--- config.mk ---
export PLATFORM = sky130hd
export DESIGN_NAME = mcfs_slave
export DESIGN_NICKNAME = d
export VERILOG_FILES = /design/src/rtl/mcfs_pkg.sv /design/src/rtl/mcfs_chan_store.sv /design/src/rtl/mcfs_cmd_fsm.sv /design/src/rtl/mcfs_slave.sv
export SDC_FILE = /design/constraint.sdc
export NUM_CORES = 2
export LEC_CHECK = 0
export BUFFER_PORTS_ARGS = -buffer_cell sky130_fd_sc_hd__buf_2
export CORE_MARGIN = 2
export CORE_UTILIZATION = 39
export DETAILED_ROUTE_END_ITERATION = 10
export PLACE_DENSITY = 0.64
export SLEW_MARGIN = 20
export SYNTH_ARGS = -nofsm -noshare
export SYNTH_HDL_FRONTEND = slang
export SYNTH_SLANG_ARGS = --single-unit
--- constraint.sdc ---
create_clock -name clk -period 5.95 [get_ports clk]
set_clock_uncertainty 0.1 [all_clocks]
set_input_delay 0.8925 -clock clk [delete_from_list [all_inputs] [get_ports clk]]
set_output_delay 0.8925 -clock clk [all_outputs]
set_load 0.1 [all_outputs]
--- src/rtl/mcfs_pkg.sv ---
package mcfs_pkg;

   localparam int unsigned MCFS_NCH = 4;

   typedef enum logic [1:0] {
      PH_IDLE   = 2'd0,
      PH_TURN   = 2'd1,
      PH_DATA   = 2'd2,
      PH_REJECT = 2'd3
   } mcfs_phase_e;

   // enabled channel set for a captured strap
   function automatic logic [MCFS_NCH-1:0] mcfs_chan_mask(input logic [1:0] strap);
      case (strap)
         2'b01:   return 4'b0001;
         2'b10:   return 4'b0011;
         2'b11:   return 4'b1111;
         default: return 4'b0000;
      endcase
   endfunction

   // log2 of the storage split for a captured strap
   function automatic int unsigned mcfs_split_shift(input logic [1:0] strap);
      case (strap)
         2'b10:   return 1;
         2'b11:   return 2;
         default: return 0;
      endcase
   endfunction

endpackage

--- src/rtl/mcfs_chan_store.sv ---
module mcfs_chan_store
   import mcfs_pkg::*;
#(
   parameter int unsigned HALF_WORDS = 16,
   parameter int unsigned WORD_W     = 36
) (
   input  logic                clk,
   input  logic                rst_n,
   input  logic [1:0]          strap_q,
   input  logic [MCFS_NCH-1:0] chan_en,
   input  logic                push,
   input  logic [1:0]          push_ch,
   input  logic [WORD_W-1:0]   push_word,
   input  logic                pop,
   input  logic [1:0]          pop_ch,
   output logic [WORD_W-1:0]   head_word,
   output logic [MCFS_NCH-1:0] not_empty,
   output logic [MCFS_NCH-1:0] not_full
);
   localparam int unsigned TOTAL = 2 * HALF_WORDS;
   localparam int unsigned AW    = $clog2(TOTAL);
   localparam int unsigned CW    = AW + 1;

   if (HALF_WORDS < 4 || (HALF_WORDS & (HALF_WORDS - 1)) != 0) begin : g_bad_depth
      $error("mcfs_chan_store: HALF_WORDS must be a power of two of at least 4");
   end

   logic [WORD_W-1:0]   mem [TOTAL];
   logic [AW-1:0]       wr_off [MCFS_NCH];
   logic [AW-1:0]       rd_off [MCFS_NCH];
   logic [CW-1:0]       fill   [MCFS_NCH];
   logic [CW-1:0]       cap;
   logic [AW-1:0]       wrap_mask;
   int unsigned         sh;
   logic                push_ok, pop_ok;
   logic [AW-1:0]       wr_addr, rd_addr;
   logic [MCFS_NCH-1:0] inc_v, dec_v;

   always_comb begin
      sh        = mcfs_split_shift(strap_q);
      cap       = CW'(TOTAL) >> sh;
      wrap_mask = AW'(cap - CW'(1));
      for (int k = 0; k < MCFS_NCH; k++) begin
         not_empty[k] = chan_en[k] && (fill[k] != '0);
         not_full[k]  = chan_en[k] && (fill[k] < cap);
      end
      push_ok = push && not_full[push_ch];
      pop_ok  = pop && not_empty[pop_ch];
      for (int k = 0; k < MCFS_NCH; k++) begin
         inc_v[k] = push_ok && (push_ch == 2'(k));
         dec_v[k] = pop_ok && (pop_ch == 2'(k));
      end
      // channel region base is index * capacity; capacity is a power of two
      wr_addr   = (AW'(push_ch) << (AW - sh)) | wr_off[push_ch];
      rd_addr   = (AW'(pop_ch) << (AW - sh)) | rd_off[pop_ch];
      head_word = mem[rd_addr];
   end

   always_ff @(posedge clk) begin
      if (!rst_n) begin
         for (int k = 0; k < MCFS_NCH; k++) begin
            wr_off[k] <= '0;
            rd_off[k] <= '0;
            fill[k]   <= '0;
         end
      end else begin
         for (int k = 0; k < MCFS_NCH; k++) begin
            if (inc_v[k]) wr_off[k] <= (wr_off[k] + AW'(1)) & wrap_mask;
            if (dec_v[k]) rd_off[k] <= (rd_off[k] + AW'(1)) & wrap_mask;
            fill[k] <= fill[k] + CW'(inc_v[k]) - CW'(dec_v[k]);
         end
      end
   end

   always_ff @(posedge clk) begin
      if (push_ok) mem[wr_addr] <= push_word;
   end

   for (genvar g = 0; g < MCFS_NCH; g++) begin : g_fill_chk

      fill_cap_chk: assert property (@(posedge clk) disable iff (!rst_n)
         fill[g] <= cap);

      fill_step_chk: assert property (@(posedge clk) disable iff (!rst_n)
         (fill[g] != $past(fill[g])) |->
            ((fill[g] == $past(fill[g]) + CW'(1)) || (fill[g] + CW'(1) == $past(fill[g]))));
   end

endmodule

--- src/rtl/mcfs_cmd_fsm.sv ---
module mcfs_cmd_fsm
   import mcfs_pkg::*;
#(
   parameter int unsigned BE_W = 4
) (
   input  logic                clk,
   input  logic                rst_n,
   input  logic                req_n,
   input  logic [7:0]          cmd_chan,
   input  logic [BE_W-1:0]     cmd_be,
   input  logic [MCFS_NCH-1:0] chan_en,
   input  logic [MCFS_NCH-1:0] rx_has,
   input  logic [MCFS_NCH-1:0] tx_room,
   output mcfs_phase_e         phase,
   output logic [1:0]          sel_ch,
   output logic                sel_wr,
   output logic                ack_n,
   output logic                beat
);
   logic done;
   logic cmd_ok, dir_ok, avail;

   always_comb begin
      dir_ok = (cmd_be == '0) || (cmd_be == BE_W'(1));
      cmd_ok = (cmd_chan >= 8'd1) && (cmd_chan <= 8'd4) &&
               chan_en[cmd_chan[1:0] - 2'd1] && dir_ok;
      avail  = sel_wr ? tx_room[sel_ch] : rx_has[sel_ch];
      ack_n  = !((phase == PH_DATA) && !done && avail);
      beat   = !ack_n && !req_n;
   end

   always_ff @(posedge clk) begin
      if (!rst_n) begin
         phase  <= PH_IDLE;
         sel_ch <= '0;
         sel_wr <= 1'b0;
         done   <= 1'b0;
      end else begin
         case (phase)
            PH_IDLE: if (!req_n) begin
               sel_ch <= cmd_chan[1:0] - 2'd1;
               sel_wr <= cmd_be[0];
               phase  <= cmd_ok ? PH_TURN : PH_REJECT;
            end
            PH_TURN: begin
               done  <= 1'b0;
               phase <= req_n ? PH_IDLE : PH_DATA;
            end
            PH_DATA: begin
               if (!avail) done <= 1'b1;
               if (req_n) phase <= PH_IDLE;
            end
            default: if (req_n) phase <= PH_IDLE;
         endcase
      end
   end


   ack_hold_chk: assert property (@(posedge clk) disable iff (!rst_n)
      (phase == PH_DATA && !req_n && ack_n && $past(phase == PH_DATA && !ack_n)) |=> ack_n);

   reject_chk: assert property (@(posedge clk) disable iff (!rst_n)
      (phase == PH_IDLE && !req_n && !cmd_ok) |=> (phase == PH_REJECT && ack_n));

   release_chk: assert property (@(posedge clk) disable iff (!rst_n)
      (phase != PH_IDLE && req_n) |=> (phase == PH_IDLE));

endmodule

--- src/rtl/mcfs_slave.sv ---
module mcfs_slave
   import mcfs_pkg::*;
#(
   parameter int unsigned DATA_W     = 32,
   parameter int unsigned HALF_WORDS = 16
) (
   input  logic                  clk,
   input  logic                  rst_n,
   input  logic [1:0]            strap_i,
   input  logic                  req_n,
   input  logic [DATA_W-1:0]     bus_d_i,
   input  logic [DATA_W/8-1:0]   bus_be_i,
   output logic [DATA_W-1:0]     bus_d_o,
   output logic [DATA_W/8-1:0]   bus_d_oe,
   output logic [DATA_W/8-1:0]   bus_be_o,
   output logic                  bus_be_oe,
   output logic                  ack_n,
   input  logic                  lc_rx_wr,
   input  logic [1:0]            lc_rx_ch,
   input  logic [DATA_W-1:0]     lc_rx_data,
   input  logic [DATA_W/8-1:0]   lc_rx_be,
   output logic [MCFS_NCH-1:0]   lc_rx_space,
   input  logic                  lc_tx_rd,
   input  logic [1:0]            lc_tx_ch,
   output logic [DATA_W-1:0]     lc_tx_data,
   output logic [DATA_W/8-1:0]   lc_tx_be,
   output logic [MCFS_NCH-1:0]   lc_tx_avail
);
   localparam int unsigned BE_W   = DATA_W / 8;
   localparam int unsigned WORD_W = DATA_W + BE_W;

   if (DATA_W != 16 && DATA_W != 32) begin : g_bad_width
      $error("mcfs_slave: DATA_W must be 16 or 32");
   end

   logic [1:0]          strap_q;
   logic [MCFS_NCH-1:0] chan_en, rx_has, rx_room, tx_has, tx_room;
   logic [WORD_W-1:0]   rx_head, tx_head;
   logic [7:0]          status;
   logic [DATA_W-1:0]   idle_word;
   mcfs_phase_e         phase;
   logic [1:0]          sel_ch;
   logic                sel_wr, beat;

   always_ff @(posedge clk) begin
      if (!rst_n) strap_q <= strap_i;
   end

   assign chan_en = mcfs_chan_mask(strap_q);
   assign status  = {~rx_has, ~tx_room};

   if (DATA_W > 16) begin : g_wide
      assign idle_word = {{(DATA_W - 16){1'b0}}, status, 8'h00};
   end else begin : g_narrow
      assign idle_word = {status, 8'h00};
   end

   mcfs_cmd_fsm #(.BE_W(BE_W)) u_fsm (
      .clk      (clk),
      .rst_n    (rst_n),
      .req_n    (req_n),
      .cmd_chan (bus_d_i[7:0]),
      .cmd_be   (bus_be_i),
      .chan_en  (chan_en),
      .rx_has   (rx_has),
      .tx_room  (tx_room),
      .phase    (phase),
      .sel_ch   (sel_ch),
      .sel_wr   (sel_wr),
      .ack_n    (ack_n),
      .beat     (beat)
   );

   mcfs_chan_store #(.HALF_WORDS(HALF_WORDS), .WORD_W(WORD_W)) u_rx (
      .clk       (clk),
      .rst_n     (rst_n),
      .strap_q   (strap_q),
      .chan_en   (chan_en),
      .push      (lc_rx_wr),
      .push_ch   (lc_rx_ch),
      .push_word ({lc_rx_be, lc_rx_data}),
      .pop       (beat && !sel_wr),
      .pop_ch    (sel_ch),
      .head_word (rx_head),
      .not_empty (rx_has),
      .not_full  (rx_room)
   );

   mcfs_chan_store #(.HALF_WORDS(HALF_WORDS), .WORD_W(WORD_W)) u_tx (
      .clk       (clk),
      .rst_n     (rst_n),
      .strap_q   (strap_q),
      .chan_en   (chan_en),
      .push      (beat && sel_wr),
      .push_ch   (sel_ch),
      .push_word ({bus_be_i, bus_d_i}),
      .pop       (lc_tx_rd),
      .pop_ch    (lc_tx_ch),
      .head_word (tx_head),
      .not_empty (tx_has),
      .not_full  (tx_room)
   );

   always_comb begin
      bus_d_o   = '0;
      bus_d_oe  = '0;
      bus_be_o  = rx_head[WORD_W-1:DATA_W];
      bus_be_oe = 1'b0;
      if (phase == PH_IDLE) begin
         bus_d_o  = idle_word;
         bus_d_oe = BE_W'(2);
      end else if (phase == PH_DATA && !sel_wr) begin
         bus_d_o   = rx_head[DATA_W-1:0];
         bus_d_oe  = '1;
         bus_be_oe = 1'b1;
      end
   end

   assign lc_rx_space = rx_room;
   assign lc_tx_avail = tx_has;
   assign lc_tx_data  = tx_head[DATA_W-1:0];
   assign lc_tx_be    = tx_head[WORD_W-1:DATA_W];


   turn_quiet_chk: assert property (@(posedge clk) disable iff (!rst_n)
      (phase == PH_TURN) |-> (bus_d_oe == '0 && !bus_be_oe));

   read_drive_chk: assert property (@(posedge clk) disable iff (!rst_n)
      (beat && !sel_wr) |-> (bus_d_oe == '1 && bus_be_oe));

   strap_hold_chk: assert property (@(posedge clk) disable iff (!rst_n)
      $past(rst_n) |-> $stable(strap_q));

endmodule

==> flow_summary.yaml <==
pwr:
  vdd_drop_max_mv: 0.412
  finalPower_mw: 39.4
  p_int_mw: 29.2
  power_frac_comb: 0.140
  p_seq_frac: 0.485
  p_sw_mw: 10.3
  power_leakage_nw: 36.3
  powerDensity_nw_per_um2: 348
  clkPwrFrac: 0.375
  swShare: 0.260
floorplan:
  core.rowCount: 184
  die_w_um: 506
  die_h_um: 506
  initial_core_util: 0.391
  ios: 169
  die_area_um2: 256000
  core_area_um2: 251000
setup_path:
  end_kind: "output port"
  critPathArrivalTime_ns: 4.74
  r2r_start: "strap_q[0]"
  crit_type: "register to output port"
  r2r_cells: 11
  reg2reg_slack_ns: 1.13
  crit_path_max_fanout: 20
  r2r_end: "u_rx.mem[25][10]"
  cp-start-kind: "register"
  required_ns: 4.96
route:
  wirelength_um: 253000
  final_antenna_net_count: 0
  vias_per_cell: 5.70
  drc_errors: 0
  dr.first_iter.drc_count: 6054
  firstDrtPassIters: 6
  wl_per_cell_um: 26.5
  via_count: 54600
place:
  dp_hpwl_um: 135000
  dp_slack_ns: 0.791
  port_buffers: 168
  dp_cells: 9114
  placement.cell_area_um2: 105000
  gp_congestion: 0.782
yosys:
  ys_top_cells_by_area: "edfxtp_1, mux4_2, mux2i_1"
  synth_cell_types: 73
  syn_avg_cell_area_um2: 17.1
  synth_top_cell_by_area: "edfxtp_1"
  async_flop_share: 0
  synth_fa_ha_area_frac: 0.0163
  ys_seq_area_frac: 0.742
  synth_edf_count: 2386
  yosys.area_share.simple: 0.0594
  synthMuxAreaShare: 0.0948
  synth_warnings: 0
  ys_seq_elements: 2442
  synth_compound_area_frac: 0.0631
  synth_xor_xnor_area_share: 0.00536
  synth_top_family_by_area: "multiplexers"
  yosys-top-cells-count: "edfxtp_1, nand2_1, mux4_2"
  syn-cell-area_um2: 98100
  synthFlopType: "edfxtp_1"
  synth_most_common_cell: "edfxtp_1"
  yosysTopAreaCellShare: 0.730
  netlist_instances: 5739
finish:
  fin_area_um2: 113000
  area_growth_pct: 15.5
  register_area_um2: 72800
  multi_input_area_um2: 24500
  fin_cells: 9568
  nets: 6211
  fillers: 21200
  drive_gt1_frac: 0.184
  postLayoutCoreUtil: 0.452
global_route:
  grt_pass1_vias: 53500
  grt_max_degree: 92
  grt.overflow.total: 0
  globalRouteTotalUtil: 0.194
  grt_antenna_before_repair: 30
  grt_pass1_wl_um: 369000
hold_path:
  holdPathStages: 1
  hold_class: "input pin to register"
  holdCritStartpoint: "strap_i[1]"
  whs_endpoint: "strap_q[1]"
timing:
  holdWs_ns: 0.146
  setup_viol: 0
  rsz0062_at_grt: "no"
  fin_crit_sh: 0.964
  fin_ws_ns: 0.217
  fmax_ghz: 0.174
  max_slew_margin: 0.242
  slew_viol_final: 0
  worst_pin_slew_ns: 1.13
  setup_tns_ns: 0
  finalHoldViolCount: 0
  layout_min_cycle_time_ns: 5.73
clock_tree:
  cts_max_path_buffers: 3
  root_buffer: "clkbuf_16"
  numCtsBuffers: 235
  cts_tree: "done"
  clock-sinks: 2442
  clkTransAtPathRegs_ns: 0.06
  htreeDepth: 4
  clock_latency_ns: 0.88
job:
  maxCapViolCount: 0
status:
  status: "finished clean"
-- power groups by stage --
stage	clock network [mW]	logic [mW]	registers (mW)
after floorplan	0	3.63	19.5
after global placement	0	5.48	19.5
after detailed placement	0	5.54	19.5
after CTS	15.0	5.56	19.1
after global routing	15.7	5.90	19.1
final	14.8	5.53	19.1
-- flip-flops by register name, indices dropped and copies added (netlist names), named ones only --
register / flops
u_rx.mem: 1152
u_rx.fill: 24
strap_q: 2
u_fsm.phase: 2
u_tx.wr_off: 20
u_fsm.sel_wr: 1
u_fsm.sel_ch: 2
u_tx.mem: 1152
u_rx.wr_off: 20
u_fsm.done: 1
u_tx.rd_off: 20
u_tx.fill: 24
u_rx.rd_off: 20
-- critical path, stage by stage, from the launching register on --
cell and delay [ns]:
dfxtp_2 0.48, mux4_4 0.94, or2_2 0.55, o22ai_1 0.18, nor4_1 0.08, nor4_1 0.65
or4_1 0.46, buf_2 0.50
-- kinds of logic after synthesis --
logic type | after synthesis
XOR/XNOR | 60
adder cells (fa/ha/maj) | 123
AO/OA/AOI/OAI | 857
flip-flops | 2442
other | 2
buffers and inverters | 434
multiplexers | 572
AND/OR/NAND/NOR | 1249
-- timing repair --
action / 4_1_cts / 5_1_grt
cloned: 0 / 0
resized for setup: 1 / 4
setup endpoints to repair: 1 / 11
pin swaps: 0 / 1
hold buffers: 0 / 0
setup buffers: 0 / 2
-- area by class of cell --
type,count,share of cell area
Tap cell,3348,0.0370
Inverter,82,0.00272
Antenna cell,6,0.000133
Timing Repair Buffer,355,0.0335
Clock buffer,286,0.0541
Clock inverter,160,0.0141
Sequential cell,2442,0.642
Multi-Input combinational cell,2889,0.216
-- metal layers --
metal | GRT usage | vias to the layer above | part of all wire | wire [um]
li1 | - | 23300 | - | -
met1 | 0.265 | 28300 | 0.41 | 103000
met2 | 0.316 | 2412 | 0.48 | 122000
met3 | 0.0366 | 463 | 0.083 | 20900
met4 | 0.0561 | 28 | 0.027 | 6930
met5 | 0 | - | 0.00074 | 187
-- layout by cell type (no fill, tap or decap), types with 82 or more instances in the layout --
| cell | n |
|---|---|
| edfxtp_1 | 2386 |
| nor2b_1 | 158 |
| mux2i_1 | 277 |
| nand2_1 | 620 |
| a22oi_1 | 94 |
| nor2_1 | 129 |
| buf_2 | 105 |
| inv_1 | 82 |
| mux4_2 | 281 |
| a31oi_1 | 157 |
| buf_12 | 111 |
| buf_4 | 137 |
| clkbuf_16 | 236 |
| o22ai_1 | 120 |
| a211oi_1 | 181 |
| ha_1 | 115 |
-- worst max-delay path by stage --
stage / start / endpoint / slack (ns) / depth (start not counted)
2_1_floorplan: strap_q[0] / u_rx.mem[10][0] / -0.31 / 12
3_3_place_gp: lc_tx_ch[1] / lc_tx_data[8] / 0.77 / 10
3_5_place_dp: lc_tx_ch[1] / lc_tx_data[8] / 0.79 / 10
4_1_cts: register / bus_d_o[15] / 0.03 / 8
5_1_grt: register / bus_d_o[5] / 0.05 / 9
6_report: register / bus_d_o[15] / 0.22 / 7
No activity file was read; power rests on OpenSTA's default activity.
